$ cat src/rtl/spi_cmd_pkg.sv
package spi_cmd_pkg;
  localparam int unsigned CMD_W  = 4;
  localparam int unsigned ARG_W  = 12;
  localparam int unsigned MODE_W = 8;
  localparam int unsigned FRAME_W = CMD_W + ARG_W;
  localparam logic [CMD_W-1:0] SET_CFG_CODE = 4'h1;
endpackage

$ cat src/rtl/spi_cmd_sync.sv
module spi_cmd_sync #(
  parameter int unsigned WIDTH  = 3,
  parameter int unsigned STAGES = 2,
  parameter logic [WIDTH-1:0] RST_VAL = '0
) (
  input  logic             clk_i,
  input  logic             rst_ni,
  input  logic [WIDTH-1:0] d_i,
  output logic [WIDTH-1:0] q_o
);
  for (genvar b = 0; b < WIDTH; b++) begin : g_bit
    logic [STAGES-1:0] chain_q;
    always_ff @(posedge clk_i or negedge rst_ni) begin
      if (!rst_ni) chain_q <= {STAGES{RST_VAL[b]}};
      else         chain_q <= {chain_q[STAGES-2:0], d_i[b]};
    end
    assign q_o[b] = chain_q[STAGES-1];
  end
endmodule

$ cat src/rtl/spi_cmd_shift.sv
module spi_cmd_shift #(
  parameter int unsigned FRAME_W = 16
) (
  input  logic               clk_i,
  input  logic               rst_ni,
  input  logic               sck_s_i,
  input  logic               mosi_s_i,
  input  logic               cs_s_i,   // synchronised, high = released
  output logic               frame_vld_o,
  output logic [FRAME_W-1:0] frame_o
);
  localparam int unsigned CNT_MAX = FRAME_W + 1;  // saturates: flags overlong
  localparam int unsigned CNT_W   = $clog2(CNT_MAX + 1);

  logic             sck_q, cs_q;
  logic [CNT_W-1:0] cnt_q;
  logic [FRAME_W-1:0] sr_q;
  logic             sck_rise, cs_release;

  assign sck_rise   = sck_s_i & ~sck_q & ~cs_s_i;
  assign cs_release = cs_s_i & ~cs_q;

  always_ff @(posedge clk_i or negedge rst_ni) begin
    if (!rst_ni) begin
      sck_q <= 1'b0;
      cs_q  <= 1'b1;
      cnt_q <= '0;
      sr_q  <= '0;
    end else begin
      sck_q <= sck_s_i;
      cs_q  <= cs_s_i;
      if (cs_s_i)
        cnt_q <= '0;
      else if (sck_rise && cnt_q != CNT_W'(CNT_MAX))
        cnt_q <= cnt_q + 1'b1;
      if (sck_rise)
        sr_q <= {sr_q[FRAME_W-2:0], mosi_s_i};
    end
  end

  assign frame_vld_o = cs_release && (cnt_q == CNT_W'(FRAME_W));
  assign frame_o     = sr_q;
endmodule

$ cat src/rtl/spi_cmd_decode.sv
module spi_cmd_decode
  import spi_cmd_pkg::*;
(
  input  logic               clk_i,
  input  logic               rst_ni,
  input  logic               frame_vld_i,
  input  logic [FRAME_W-1:0] frame_i,
  output logic               cmd_valid_o,
  output logic [CMD_W-1:0]   cmd_o,
  output logic [ARG_W-1:0]   arg_o,
  output logic [MODE_W-1:0]  mode_o
);
  logic [CMD_W-1:0] code;
  logic [ARG_W-1:0] arg;

  assign code = frame_i[FRAME_W-1 -: CMD_W];
  assign arg  = frame_i[ARG_W-1:0];

  always_ff @(posedge clk_i or negedge rst_ni) begin
    if (!rst_ni) begin
      cmd_valid_o <= 1'b0;
      cmd_o       <= '0;
      arg_o       <= '0;
      mode_o      <= '0;
    end else begin
      cmd_valid_o <= frame_vld_i;
      if (frame_vld_i) begin
        cmd_o <= code;
        arg_o <= arg;
        if (code == SET_CFG_CODE) mode_o <= arg[MODE_W-1:0];
      end
    end
  end
endmodule

$ cat src/rtl/spi_cmd_rx.sv
module spi_cmd_rx
  import spi_cmd_pkg::*;
#(
  parameter int unsigned SYNC_STAGES = 2
) (
  input  logic              clk_i,
  input  logic              rst_ni,
  input  logic              sck_i,
  input  logic              mosi_i,
  input  logic              cs_ni,
  output logic              cmd_valid_o,
  output logic [CMD_W-1:0]  cmd_o,
  output logic [ARG_W-1:0]  arg_o,
  output logic [MODE_W-1:0] mode_o
);
  logic [2:0] pins_s;
  logic       frame_vld;
  logic [FRAME_W-1:0] frame;

  spi_cmd_sync #(
    .WIDTH  (3),
    .STAGES (SYNC_STAGES),
    .RST_VAL(3'b100)
  ) u_sync (
    .clk_i (clk_i),
    .rst_ni(rst_ni),
    .d_i   ({cs_ni, mosi_i, sck_i}),
    .q_o   (pins_s)
  );

  spi_cmd_shift #(.FRAME_W(FRAME_W)) u_shift (
    .clk_i      (clk_i),
    .rst_ni     (rst_ni),
    .sck_s_i    (pins_s[0]),
    .mosi_s_i   (pins_s[1]),
    .cs_s_i     (pins_s[2]),
    .frame_vld_o(frame_vld),
    .frame_o    (frame)
  );

  spi_cmd_decode u_dec (
    .clk_i      (clk_i),
    .rst_ni     (rst_ni),
    .frame_vld_i(frame_vld),
    .frame_i    (frame),
    .cmd_valid_o(cmd_valid_o),
    .cmd_o      (cmd_o),
    .arg_o      (arg_o),
    .mode_o     (mode_o)
  );
endmodule

$ cat config.mk
export PLATFORM = sky130hd
export DESIGN_NAME = spi_cmd_rx
export DESIGN_NICKNAME = d
export VERILOG_FILES = /design/src/rtl/spi_cmd_pkg.sv /design/src/rtl/spi_cmd_sync.sv /design/src/rtl/spi_cmd_shift.sv /design/src/rtl/spi_cmd_decode.sv /design/src/rtl/spi_cmd_rx.sv
export SDC_FILE = /design/constraint.sdc
export NUM_CORES = 1
export LEC_CHECK = 0
export BUFFER_PORTS_ARGS = -buffer_cell sky130_fd_sc_hd__buf_2
export CAP_MARGIN = 20
export CELL_PAD_IN_SITES_DETAIL_PLACEMENT = 1
export CELL_PAD_IN_SITES_GLOBAL_PLACEMENT = 1
export CORE_MARGIN = 3
export CORE_UTILIZATION = 42
export DETAILED_ROUTE_END_ITERATION = 7
export PLACE_DENSITY = 0.77
export SYNTH_ARGS = -nofsm -noshare
export SYNTH_HDL_FRONTEND = slang
export SYNTH_SLANG_ARGS = --single-unit
$ cat constraint.sdc
create_clock -name clk_i -period 1.99 [get_ports clk_i]
set_input_delay 0.0995 -clock clk_i [delete_from_list [all_inputs] [get_ports clk_i]]
set_output_delay 0.0995 -clock clk_i [all_outputs]
set_load 0.005 [all_outputs]
Yosys cells after proc, flatten, opt, wreduce, memory -nomap -nowiden
Index checks and enable logic that the tools add are counted.
{"block": "totals", "regBits": 54, "in_bits": 5, "out_inout_bits": 25, "elab_cells": 27}
{"block": "op_classes", "n_addsub": 1, "eq_ne": 3, "n_mux": 2, "bitwise_logic": 6, "reduce_logical": 4}
{"operator": "two-way mux 5 bit", "count": 2}
{"operator": "adder 5 x 1 -> 5 bit (second input constant)", "count": 1}
{"operator": "equality test 5 bit (second input constant)", "count": 1}
{"operator": "!= test 5 bit (second input constant)", "count": 1}
{"operator": "equality test 4 x 1 -> 1 bit (second input constant)", "count": 1}
{"operator": "AND 1 bit", "count": 3}
{"operator": "inverter 1 bit", "count": 3}
{"operator": "logical AND 1 bit", "count": 2}
{"operator": "AND reduction 2 bit", "count": 1}
{"operator": "nonzero test 2 bit", "count": 1}

Logic depth before layout (Yosys ltp)
{"block": "logic_depth", "depth_word": 6, "depth_mapped": 6, "ltp_nobuf": 5}

Modules after synthesis
From an unflattened synthesis, not the netlist that was laid out.
{"block": "hier_totals", "cells_unflattened": 128, "hier_area_um2": 2083.2}
{"mod": "spi_cmd_shift", "n_inst": 1, "cells_per_inst": 65, "area_each_um2": 965.9}
{"mod": "spi_cmd_decode", "n_inst": 1, "cells_per_inst": 54, "area_each_um2": 942.2}
{"mod": "spi_cmd_sync", "n_inst": 1, "cells_per_inst": 9, "area_each_um2": 175.2}

Worst setup path after synthesis
OpenSTA, ideal clock, no wires.
{"block": "synth_path", "kind": "register to register", "start": "register u_shift.cnt_q[2]", "end": "register u_dec.arg_o[10]", "arrival_ns": 1.750, "slack_ns": 0.116, "stages_incl_launch_ff": 5, "path_buffers": 1, "synth_period_minus_slack_ns": 1.874, "path_cell_list": "dfrtp_1 or3b_4 nor3_2 buf_6 mux2_2"}
{"block": "synth_via", "elab_chain_len": 2}
{"item": "start: declaration", "line_no": "spi_cmd_shift.sv:16", "rtl": "logic [CNT_W-1:0] cnt_q;"}
{"item": "start signal: assignment", "line_no": "spi_cmd_shift.sv:35", "rtl": "cnt_q <= cnt_q + 1'b1;"}
{"item": "equality test 5 bit", "line_no": "spi_cmd_shift.sv:41", "rtl": "assign frame_vld_o = cs_release && (cnt_q == CNT_W'(FRAME_W));"}
{"item": "logical AND 1 bit", "line_no": "spi_cmd_shift.sv:41"}
{"item": "end signal: assignment", "line_no": "spi_cmd_decode.sv:29", "rtl": "arg_o <= arg;"}
{"item": "end: declaration", "line_no": "spi_cmd_decode.sv:10", "rtl": "output logic [ARG_W-1:0] arg_o,"}
Every way passes these cells.
A chain may end at the register's enable or synchronous reset.

Final worst setup path
{"block": "layout_path", "start": "register u_shift.sr_q[13], in the netlist u_shift.frame_o[13]", "end": "register u_dec.mode_o[2]"}
{"block": "layout_via", "elab_chain_len": 2}
{"item": "start: declaration", "line_no": "spi_cmd_shift.sv:17", "rtl": "logic [FRAME_W-1:0] sr_q;"}
{"item": "start signal: assignment", "line_no": "spi_cmd_shift.sv:37", "rtl": "sr_q <= {sr_q[FRAME_W-2:0], mosi_s_i};"}
{"item": "equality test 4 x 1 -> 1 bit", "line_no": "spi_cmd_decode.sv:30", "rtl": "if (code == SET_CFG_CODE) mode_o <= arg[MODE_W-1:0];"}
{"item": "AND reduction 2 bit (no line)"}
{"item": "end signal: assignment", "line_no": "spi_cmd_decode.sv:30"}
{"item": "end: declaration", "line_no": "spi_cmd_decode.sv:11", "rtl": "output logic [MODE_W-1:0] mode_o"}
Every way passes these cells.

==> flow_summary_export.csv <==
group,metric,value,unit
min_path,min_to,"u_sync.g_bit[1].chain_q[1]",
sta,finalSetupViolations,0,
placed_design,gp_congestion,0.699,
routing,drtIter0Drc,43,
outcome,status,"finished clean",
power_and_ir_drop,comb_power_share,0.064,
global_route,grt_pass1_vias,1246,
min_path,min_path_cells,0,
yosys,yosys_warnings,0,
power_and_ir_drop,switching_share,0.225,
worst_setup_path,startpoint_type,"flip-flop",
clock_network,clkSinkCount,54,
worst_setup_path,reg2reg_to,"u_dec.mode_o[2]",
floorplan,initial_core_util,0.456,
worst_setup_path,required,2.18,ns
global_route,grt_pass1_wl,6270,µm
worst_setup_path,crit_fanout,8,
yosys,synth_cell_types,25,
clock_network,cts.htree.levels,2,
finish,nFillCells,445,
power_and_ir_drop,vdd_drop_max,0.571,mV
clock_network,cts_max_path_buffers,2,
sta,slew_viol_final,0,
sta,rsz0062_at_grt,"no",
worst_setup_path,slowest_delay,0.59,ns
placed_design,hpwl,2380,µm
yosys,synthCells,127,
yosys,syn_nets,135,
finish,diodes,0,
global_route,antenna_found_initial,0,
worst_setup_path,crit_buf_inv,1,
placed_design,io_buffers,29,
finish,design_area,2460,µm²
yosys,yosysSeqAreaShare,0.656,
routing,antenna_left,0,
placed_design,post_dp_cell_area,2310,µm²
sta,tightest_slew,0.644,ns
yosys,synth-seq-cells,54,
routing,vias_per_cell,4.91,
worst_setup_path,reg2reg_slack,0.11,ns
clock_network,cts_resized,0,
worst_setup_path,critPathLaunch,"u_shift.frame_o[13]",
power_and_ir_drop,p_leak,1.25,nW
worst_setup_path,path_class,"flip-flop to flip-flop",
global_route,grt_start_max_net_pins,55,
sta,skew,0.0126,ns
routing,totalWireLength,3560,µm
floorplan,rows,24,
power_and_ir_drop,power.density,862,nW/µm²
placed_design,dp_slack,0.114,ns
flow_run,drv_cap,0,
floorplan,coreArea,4530,µm²
floorplan,dieWidth,76.1,µm
yosys,syn_area_per_cell,16.3,µm²
routing,vias,1149,
min_path,min-delay-start,"u_sync.g_bit[1].chain_q[0]",
worst_setup_path,crit_arrival,2.07,ns
routing,routedWlPerCell,15.2,µm
routing,drtPass1Iterations,3,
finish,fin_util,0.542,
routing,drc,0,
global_route,overflow,0,
finish,area_delta_synth_final,19.0,%
worst_setup_path,crit_slowest_cell,"or4b_1",
sta,fin_crit,1.88,ns
worst_setup_path,rr_startpoint,"u_shift.frame_o[13]",
power_and_ir_drop,clkPwrFrac,0.338,
global_route,groute.usage.overall,0.138,
clock_network,hold_buffers,4,
sta,max_freq,0.532,GHz
clock_network,cts_root_buf,"clkbuf_8",
finish,fin_nets,176,
worst_setup_path,r2r.worst_path.cells,4,
sta,min_period_over_period,0.945,
worst_setup_path,crit_chain,"or4b_1 -> nor4_4 -> buf_4 -> mux2_2",
worst_setup_path,crit_path_end_kind,"flip-flop",
yosys,netlist_area,2070,µm²
clock_network,cts_setup_buffers,0,
min_path,hold_class,"flip-flop to flip-flop",
power_and_ir_drop,p_int,1.64,mW
clock_network,numCtsBuffers,5,
clock_network,cts.clk_slew.worst_paths,0.09,ns
sta,final.setup.worst_slack,0.110,ns
sta,maxSlewHeadroom,0.570,
floorplan,die_h,76.1,µm
sta,hold_viol,0,
worst_setup_path,cp_top_family,"simple AND/OR/NAND/NOR gates",
worst_setup_path,path_depth,4,
finish,layout-drive-gt1-share,0.521,
sta,tns,0,ns
floorplan,die-area,5800,µm²
power_and_ir_drop,p_seq_frac,0.598,
clock_network,clk_latency,0.31,ns
floorplan,io_pins,30,
power_and_ir_drop,p_switching,0.476,mW
clock_network,cts_tree,"done",
## power groups by stage
stage	sequential (mW)	combinational, mW	clock, mW
global placement	1.28	0.127	0
detailed placement	1.29	0.134	0
global route	1.29	0.155	0.799
finish	1.27	0.136	0.717
CTS	1.27	0.141	0.744
floorplan	1.26	0.0933	0
## cells by family (layout without fill, tap and decap cells)
group	Yosys count	count (layout)	synth area share
DFF	54	54	0.656
muxes	42	42	0.228
and+or+nand+nor	15	15	0.0569
buffers and inverters	6	48	0.0145
AOI/OAI and AO/OA	5	5	0.0176
adders and majority gates	3	3	0.0182
xor gates and xnor gates	2	2	0.00848
## routing by layer
layer | wire [µm] | GRT usage
met5 | 0 | 0
met4 | 22 | 0.0489
met3 | 190 | 0.0508
met2 | 1670 | 0.209
met1 | 1680 | 0.184
## metrics by stage
step	hold slack (ns)	total power, mW	std cells
final	0.353	2.12	234
after floorplan	-0.196	1.35	127
after CTS	0.357	2.15	234
after global routing	0.364	2.24	234
after detailed placement	0.208	1.42	222
after global placement	0.206	1.41	222
## worst max-delay path by stage
stage	endpoint	slack [ns]
final	u_dec.mode_o[2]	0.11
after CTS	u_dec.mode_o[4]	0.11
after floorplan	u_dec.arg_o[10]	0.12
after global placement	u_dec.mode_o[5]	0.16
after global routing	u_dec.mode_o[5]	0.04
after detailed placement	u_dec.mode_o[4]	0.11
## cells in the final DEF, fill, tap and decap left out, types with 2 or more instances in the layout
| cell type | instances |
|---|---|
| dfrtp_1 | 51 |
| mux2_2 | 41 |
| buf_2 | 29 |
| clkbuf_8 | 5 |
| dlygate4sd3_1 | 4 |
| buf_4 | 4 |
| inv_1 | 3 |
| nand3_1 | 3 |
| ha_1 | 3 |
| dfstp_2 | 3 |
| nand2_1 | 2 |
| xor2_1 | 2 |
| o2bb2ai_1 | 2 |
## sequential cells by signal, summed over array words and instances, names as in the netlist
register / count
u_dec.cmd_valid_o: 1
u_shift.frame_o: 16
u_shift.sck_q: 1
u_shift.cs_q: 1
u_dec.arg_o: 12
u_dec.cmd_o: 4
u_sync.g_bit.chain_q: 6
u_shift.cnt_q: 5
u_dec.mode_o: 8
## cell usage after synthesis, drive strengths merged
cell type	count	area, µm²
ha	3	37.5
o21ai	1	5.00
nand3	3	15.0
mux2i	1	10.0
or4b	1	10.0
dfrtp	51	1280
a21oi	1	5.00
inv	3	11.3
nand2b	1	6.26
dfstp	3	78.8
o2bb2ai	2	17.5
buf	1	11.3
nor3	2	15.0
mux2	41	462
clkbuf	2	7.51
nor4	1	21.3
nor2	1	3.75
nand4b	1	8.76
or3b	1	11.3
a211o	1	8.76
nand2	2	7.51
xor2	2	17.5
nor3b	1	7.51
nand4bb	1	11.3
## worst reg2reg max path, stage by stage (launching register included)
cell and delay, ns:
dfrtp_1 0.41, or4b_1 0.59, nor4_4 0.23, buf_4 0.21
mux2_2 0.34
## cell type report
type | count | area [µm²] | share of cell area
clock buffer | 6 | 72.6 | 0.0295
clock inverter | 2 | 37.5 | 0.0153
inverter | 3 | 11.3 | 0.00458
multi-input combinational | 67 | 686 | 0.279
sequential | 54 | 1360 | 0.551
tap | 65 | 81.3 | 0.0331
timing repair buffer | 37 | 215 | 0.0875
Note: power is estimated with default switching activity, not from simulation.
